==> config.mk <==
export PLATFORM = sky130hd
export DESIGN_NAME = vspi_supervisor
export DESIGN_NICKNAME = d
export VERILOG_FILES = /design/src/rtl/vspi_sup_pkg.sv /design/src/rtl/vspi_warn_filt.sv /design/src/rtl/vspi_crit_det.sv /design/src/rtl/vspi_pwr_seq.sv /design/src/rtl/vspi_supervisor.sv
export SDC_FILE = /design/constraint.sdc
export NUM_CORES = 1
export LEC_CHECK = 0
export ABC_AREA = 0
export CORE_MARGIN = 3
export CORE_UTILIZATION = 30
export DETAILED_ROUTE_END_ITERATION = 6
export PLACE_DENSITY = 0.59
export SETUP_SLACK_MARGIN = 0.2
export SYNTH_ARGS = -nofsm -noshare
export SYNTH_HDL_FRONTEND = slang
export SYNTH_SLANG_ARGS = --single-unit
==> constraint.sdc <==
create_clock -name clk_i -period 4.3 [get_ports clk_i]
set_input_delay 1.075 -clock clk_i [delete_from_list [all_inputs] [get_ports clk_i]]
set_output_delay 1.075 -clock clk_i [all_outputs]
set_load 0.01 [all_outputs]
==> src/rtl/vspi_sup_pkg.sv <==
package vspi_sup_pkg;
  typedef enum logic [1:0] {
    ST_RUN   = 2'd0,
    ST_SUSP  = 2'd1,
    ST_PWRUP = 2'd2,
    ST_ABORT = 2'd3
  } sup_st_e;
endpackage

==> src/rtl/vspi_warn_filt.sv <==
module vspi_warn_filt #(
  parameter int MV_W    = 12,
  parameter int WARN_MV = 2700,
  parameter int HYST_W  = 4
) (
  input  logic              clk_i,
  input  logic              rst_ni,
  input  logic [MV_W-1:0]   sample_i,
  input  logic              valid_i,
  input  logic [HYST_W-1:0] hyst_i,
  output logic              warn_o
);
  logic [HYST_W-1:0] ok_cnt;
  logic [HYST_W:0]   need;
  logic              below;

  assign below = sample_i < MV_W'(WARN_MV);
  assign need  = (hyst_i == '0) ? (HYST_W+1)'(1) : {1'b0, hyst_i};

  always_ff @(posedge clk_i or negedge rst_ni) begin
    if (!rst_ni) begin
      warn_o <= 1'b0;
      ok_cnt <= '0;
    end else if (valid_i) begin
      if (below) begin
        warn_o <= 1'b1;
        ok_cnt <= '0;
      end else if (warn_o) begin
        if (({1'b0, ok_cnt} + (HYST_W+1)'(1)) >= need) begin
          warn_o <= 1'b0;
          ok_cnt <= '0;
        end else begin
          ok_cnt <= ok_cnt + 1'b1;
        end
      end
    end
  end

  AST_LED_SET: assert property (@(posedge clk_i) disable iff (!rst_ni)
    valid_i && below |=> warn_o);
  AST_LED_IDLE: assert property (@(posedge clk_i) disable iff (!rst_ni)
    !valid_i |=> $stable(warn_o));
endmodule

==> src/rtl/vspi_crit_det.sv <==
module vspi_crit_det #(
  parameter int MV_W    = 12,
  parameter int WARN_MV = 2700
) (
  input  logic [MV_W-1:0] sample_i,
  input  logic            valid_i,
  input  logic [MV_W-1:0] crit_mv_i,
  output logic            crit_hit_o
);
  localparam logic [MV_W-1:0] CapMv = MV_W'(WARN_MV - 1);

  logic [MV_W-1:0] eff_mv;

  // critical level is forced under the warning level
  assign eff_mv     = (crit_mv_i > CapMv) ? CapMv : crit_mv_i;
  assign crit_hit_o = valid_i && (sample_i < eff_mv);

  always_comb begin
    if (crit_hit_o) begin
      AST_CRIT_UNDER_WARN: assert (sample_i < MV_W'(WARN_MV - 1));
    end
  end
endmodule

==> src/rtl/vspi_pwr_seq.sv <==
module vspi_pwr_seq
  import vspi_sup_pkg::*;
#(
  parameter int RUN_CYC      = 50_000_000,
  parameter int SUSP_CYC     = 10_000_000,
  parameter int PG_CYC       = 1_250_000,
  parameter int SUSP_MAX_CYC = 250_000_000
) (
  input  logic clk_i,
  input  logic rst_ni,
  input  logic warn_i,
  input  logic recover_dis_i,
  input  logic crit_hit_i,
  input  logic spi_busy_i,
  input  logic pgood_i,
  input  logic abort_clr_i,
  output logic pwr_en_o,
  output logic pause_req_o,
  output logic abort_o,
  output logic pg_tout_o
);
  localparam int TmrMax = (RUN_CYC > SUSP_CYC) ?
                          ((RUN_CYC > PG_CYC) ? RUN_CYC : PG_CYC) :
                          ((SUSP_CYC > PG_CYC) ? SUSP_CYC : PG_CYC);
  localparam int TmrW   = $clog2(TmrMax + 1);
  localparam int SlW    = $clog2(SUSP_MAX_CYC + 1);

  sup_st_e         st_q;
  logic [TmrW-1:0] tmr_q;
  logic            cycle_en;

  assign cycle_en = warn_i && !recover_dis_i;

  always_ff @(posedge clk_i or negedge rst_ni) begin
    if (!rst_ni) begin
      st_q      <= ST_RUN;
      tmr_q     <= '0;
      pg_tout_o <= 1'b0;
    end else if (crit_hit_i && st_q != ST_ABORT) begin
      st_q  <= ST_ABORT;
      tmr_q <= '0;
    end else begin
      unique case (st_q)
        ST_RUN: begin
          if (!cycle_en) begin
            tmr_q <= '0;
          end else if (tmr_q == TmrW'(RUN_CYC - 1)) begin
            if (!spi_busy_i) begin  // suspend only in a byte gap
              st_q  <= ST_SUSP;
              tmr_q <= '0;
            end
          end else begin
            tmr_q <= tmr_q + 1'b1;
          end
        end
        ST_SUSP: begin
          if (tmr_q == TmrW'(SUSP_CYC - 1)) begin
            st_q  <= ST_PWRUP;
            tmr_q <= '0;
          end else begin
            tmr_q <= tmr_q + 1'b1;
          end
        end
        ST_PWRUP: begin
          if (pgood_i) begin
            st_q  <= ST_RUN;
            tmr_q <= '0;
          end else if (tmr_q == TmrW'(PG_CYC - 1)) begin
            st_q      <= ST_ABORT;
            tmr_q     <= '0;
            pg_tout_o <= 1'b1;
          end else begin
            tmr_q <= tmr_q + 1'b1;
          end
        end
        ST_ABORT: begin
          if (abort_clr_i && !crit_hit_i) begin
            st_q      <= ST_PWRUP;
            tmr_q     <= '0;
            pg_tout_o <= 1'b0;
          end
        end
        default: st_q <= ST_ABORT;
      endcase
    end
  end

  assign pwr_en_o    = (st_q == ST_RUN) || (st_q == ST_PWRUP);
  assign pause_req_o = (st_q == ST_SUSP) || (st_q == ST_PWRUP);
  assign abort_o     = (st_q == ST_ABORT);

  // checker: length of the current suspend
  logic [SlW-1:0] susp_len_q;
  always_ff @(posedge clk_i or negedge rst_ni) begin
    if (!rst_ni)                 susp_len_q <= '0;
    else if (st_q != ST_SUSP)    susp_len_q <= '0;
    else if (susp_len_q != '1)   susp_len_q <= susp_len_q + 1'b1;
  end

  AST_SUSP_MAX: assert property (@(posedge clk_i) disable iff (!rst_ni)
    st_q == ST_SUSP |-> susp_len_q < SlW'(SUSP_MAX_CYC));
  AST_PAUSE_GAP: assert property (@(posedge clk_i) disable iff (!rst_ni)
    $rose(pause_req_o) && !abort_o && !$past(abort_o) |-> !$past(spi_busy_i));
  AST_CRIT_ABORT: assert property (@(posedge clk_i) disable iff (!rst_ni)
    crit_hit_i |=> abort_o && !pwr_en_o);
  AST_ABORT_HOLD: assert property (@(posedge clk_i) disable iff (!rst_ni)
    abort_o && !abort_clr_i |=> abort_o);
  AST_NO_CYCLE: assert property (@(posedge clk_i) disable iff (!rst_ni)
    st_q == ST_RUN && recover_dis_i && !crit_hit_i |=> pwr_en_o && !pause_req_o);
  AST_TOUT_ABORT: assert property (@(posedge clk_i) disable iff (!rst_ni)
    $rose(pg_tout_o) |-> abort_o && $past(st_q == ST_PWRUP));
endmodule

==> src/rtl/vspi_supervisor.sv <==
module vspi_supervisor #(
  parameter int MV_W         = 12,
  parameter int WARN_MV      = 2700,
  parameter int HYST_W       = 4,
  parameter int RUN_CYC      = 50_000_000,
  parameter int SUSP_CYC     = 10_000_000,
  parameter int PG_CYC       = 1_250_000,
  parameter int SUSP_MAX_CYC = 250_000_000
) (
  input  logic              clk_i,
  input  logic              rst_ni,
  input  logic [MV_W-1:0]   adc_mv_i,
  input  logic              adc_valid_i,
  input  logic [MV_W-1:0]   crit_mv_i,
  input  logic [HYST_W-1:0] hyst_cnt_i,
  input  logic              recover_dis_i,
  input  logic              spi_busy_i,
  input  logic              pgood_i,
  input  logic              abort_clr_i,
  output logic              warn_led_o,
  output logic              pwr_en_o,
  output logic              pause_req_o,
  output logic              abort_o,
  output logic              pg_tout_o
);
  logic crit_hit;

  vspi_warn_filt #(
    .MV_W(MV_W), .WARN_MV(WARN_MV), .HYST_W(HYST_W)
  ) u_warn (
    .clk_i   (clk_i),
    .rst_ni  (rst_ni),
    .sample_i(adc_mv_i),
    .valid_i (adc_valid_i),
    .hyst_i  (hyst_cnt_i),
    .warn_o  (warn_led_o)
  );

  vspi_crit_det #(
    .MV_W(MV_W), .WARN_MV(WARN_MV)
  ) u_crit (
    .sample_i  (adc_mv_i),
    .valid_i   (adc_valid_i),
    .crit_mv_i (crit_mv_i),
    .crit_hit_o(crit_hit)
  );

  vspi_pwr_seq #(
    .RUN_CYC(RUN_CYC), .SUSP_CYC(SUSP_CYC),
    .PG_CYC(PG_CYC), .SUSP_MAX_CYC(SUSP_MAX_CYC)
  ) u_seq (
    .clk_i        (clk_i),
    .rst_ni       (rst_ni),
    .warn_i       (warn_led_o),
    .recover_dis_i(recover_dis_i),
    .crit_hit_i   (crit_hit),
    .spi_busy_i   (spi_busy_i),
    .pgood_i      (pgood_i),
    .abort_clr_i  (abort_clr_i),
    .pwr_en_o     (pwr_en_o),
    .pause_req_o  (pause_req_o),
    .abort_o      (abort_o),
    .pg_tout_o    (pg_tout_o)
  );

  AST_OFF_WHEN_ABORT: assert property (@(posedge clk_i) disable iff (!rst_ni)
    abort_o |-> !pwr_en_o && !pause_req_o);
endmodule

==> metrics.csv <==
metric,value,unit
diodes,0,
yosysTopAreaCell,dfrtp_1,
min_path_type,flip-flop to flip-flop,
fillCellCount,970,
cts_root_buf,clkbuf_8,
relSlewSlack,32.7,%
drt-wirelength-per-cell,15.1,um
path_max_fanout,6,
avgSynthCellArea,8.26,um^2
ff2ff_path_depth,8,
critical_path_class,input port to flip-flop,
die_x,104,um
period_share,89.5,%
power_frac_seq,28.6,%
clk_pin_slew,70,ps
drive_above_1_share,8.67,%
synth_seq_area_share,29.7,%
yosysMostFrequentCell,nand3_1,
grt-busiest-layer,met2,
cap_violations,0,
clock.fmax,0.260,GHz
grt_util_all_layers,14.6,%
grt.met3_usage,2.06,%
cts.sinks,34,
clkPwrFrac,19.4,%
finClkSkew,6.14,ps
grt_max_degree,50,
cp-end-kind,flip-flop,
ys_top_cells_by_area,"dfrtp_1 30%, ha_1 9.6%, nand3_1 6.8%, a31oi_1 5.0%, nand2_1 3.4%",
nets,448,
cp_cell_sequence,clkdlybuf4s50_1 > o21a_1 > o21ai_1 > a31oi_2 > nor2_1 > ha_1 > nand4_1 > nor3_1 > o211ai_1 > a21o_1 > or4_1 > a221oi_1,
finalPower,1310,uW
p_leak,0.00142,uW
postCtsSetupBuffers,0,
synthTopCellsByCount,"39 x nand3_1, 34 x dfrtp_1, 26 x nand2_1, 23 x a31oi_1, 23 x nor2_1",
crit_slowest_cell,or4_1,
cts-buffers-inserted,5,
synth_seq_cells,34,
postCtsHoldBufs,0,
synth_cell_types,63,
use_met1,20.2,%
routed_via_density,5.57,
start_util,31.0,%
io_buffers,39,
crit_arrival,4050,ps
finalSetupViolations,0,
antenna_found_initial,0,
pwr-share-comb,52.1,%
grt_pass1_wl,13.4,mm
routed_wl,7.86,mm
power.density,368,mW/mm^2
rsz0062_at_grt,no,
startpoint_type,input port,
cp_slowest_stage_delay,530,ps
drtIter0Drc,150,
synth_edf_count,0,
syn_inst,347,
ir_drop,0.000198,V
dr.pass1.iters,4,
r2r-end,u_seq.tmr_q[16],
die_area,0.0108,mm^2
synth_top_flop_cell,dfrtp_1,
syn-num-nets,404,
fp.coreArea,0.00924,mm^2
num_rows,35,
cts_tree,built,
worstSkewPairLatency,300,ps
htree_levels,2,
fin_crit,3850,ps
cts_resized,0,
status,finished clean,
cts_buffer_depth,2,
hold_viol,0,
synth_top_area_share,29.7,%
ios,40,
first_global_vias,2792,
overflow,0,
drtAntennaViolNets,0,
reg2reg_from,u_seq.tmr_q[0],
cp.required,4500,ps
die_h,104,um
vias,2900,
syn2layout_area_growth,24.6,%
p_int,755,uW
cp-startpoint,crit_mv_i[8],
dpl.hpwl,5.72,mm
slew_viol_final,0,
ys_async_sr_fraction,100,%
gp_congestion,0.830,
switching_share,42.5,%
p_sw,558,uW
tightest_slew,1010,ps
ys.warnings.count,0,
netlist_area,0.00287,mm^2
crit_path_end,u_seq.tmr_q[8],
drc,0,
grtUsageMet2,24.3,%
tns,0,ps
r2r_setup_slack,1580,ps
-- area by class of cell --
type | count | area, um^2 | share of cell area (%)
clock buffer | 7 | 86.3 | 2.42
clock inverter | 1 | 5.00 | 0.140
inverter | 15 | 56.3 | 1.58
multi-input combinational | 284 | 1900 | 53.3
sequential | 34 | 851 | 23.8
tap | 129 | 161 | 4.52
timing repair buffer | 51 | 505 | 14.2
-- metrics by stage --
stage / setup slack [ps] / area, um^2 / instances / utilization (%) / hold WS [ps]
global route: 298 / 3570 / 521 / 38.6 / 558
finish: 451 / 3570 / 521 / 38.6 / 529
floorplan: 585 / 2870 / 347 / - / 489
CTS: 385 / 3560 / 521 / 38.5 / 536
detailed placement: 93.4 / 3470 / 513 / 37.5 / 520
global placement: 113 / 3470 / 513 / 37.5 / 502
-- flip-flops by register name (all words and copies together) (netlist names) --
signal / cells
u_seq.tmr_q: 26
u_warn.ok_cnt: 4
u_seq.st_q: 2
u_seq.pg_tout_o: 1
u_warn.warn_o: 1
-- metal layers --
layer	part of all wire, %	wire length, um
met1	49	3840
met2	47	3690
met3	3.1	244
met4	1.1	85
met5	0	0
-- cells in the final DEF, fill, tap and decap left out, types with 4 or more instances in the layout --
cell	netlist	layout
a21o_1	4	4
clkbuf_8	0	6
nor2b_1	6	6
o21ai_0	6	6
nand4_1	8	8
nand2_1	26	26
and3_1	5	5
o211ai_1	4	4
a31oi_1	23	22
inv_1	15	15
dfrtp_1	34	34
nor3_1	5	5
buf_4	2	10
a21oi_1	12	11
ha_1	22	22
nand2b_1	9	9
clkdlybuf4s50_1	0	39
nor4_1	4	4
nor2_1	23	23
nand3_1	39	39
or4_1	5	5
a311oi_1	9	9
o21ai_1	18	18
-- critical path, delay by kind of cell --
family,cells,cell delay (ps)
adder cells (fa/ha/maj),1,290
AO/OA/AOI/OAI,6,1200
AND/OR/NAND/NOR,4,980
buffers and inverters,1,500
-- worst min path at each step --
stage,end,startpoint,depth (start not counted)
2_1_floorplan,u_seq.tmr_q[18],u_seq.tmr_q[18],1
3_3_place_gp,u_seq.pg_tout_o,u_seq.pg_tout_o,1
3_5_place_dp,u_seq.pg_tout_o,u_seq.pg_tout_o,1
4_1_cts,u_seq.pg_tout_o,u_seq.pg_tout_o,1
5_1_grt,u_seq.pg_tout_o,u_seq.pg_tout_o,1
6_report,u_seq.pg_tout_o,u_seq.pg_tout_o,1
-- cell families after synthesis --
family	share of synthesized area (%)
flip-flops	29.7
buffers and inverters	4.41
adder cells (fa/ha/maj)	9.61
AND/OR/NAND/NOR	31.1
AO/OA/AOI/OAI	24.2
XOR/XNOR	0.611
multiplexers	0.349
-- power by group through the flow --
stage | Sequential, uW | Combinational (uW) | Clock (uW)
2_1_floorplan | 371 | 471 | 0
3_3_place_gp | 380 | 671 | 0
3_5_place_dp | 382 | 681 | 0
4_1_cts | 376 | 684 | 257
5_1_grt | 380 | 761 | 271
6_report | 376 | 684 | 254
(Power assumes the default switching activity.)
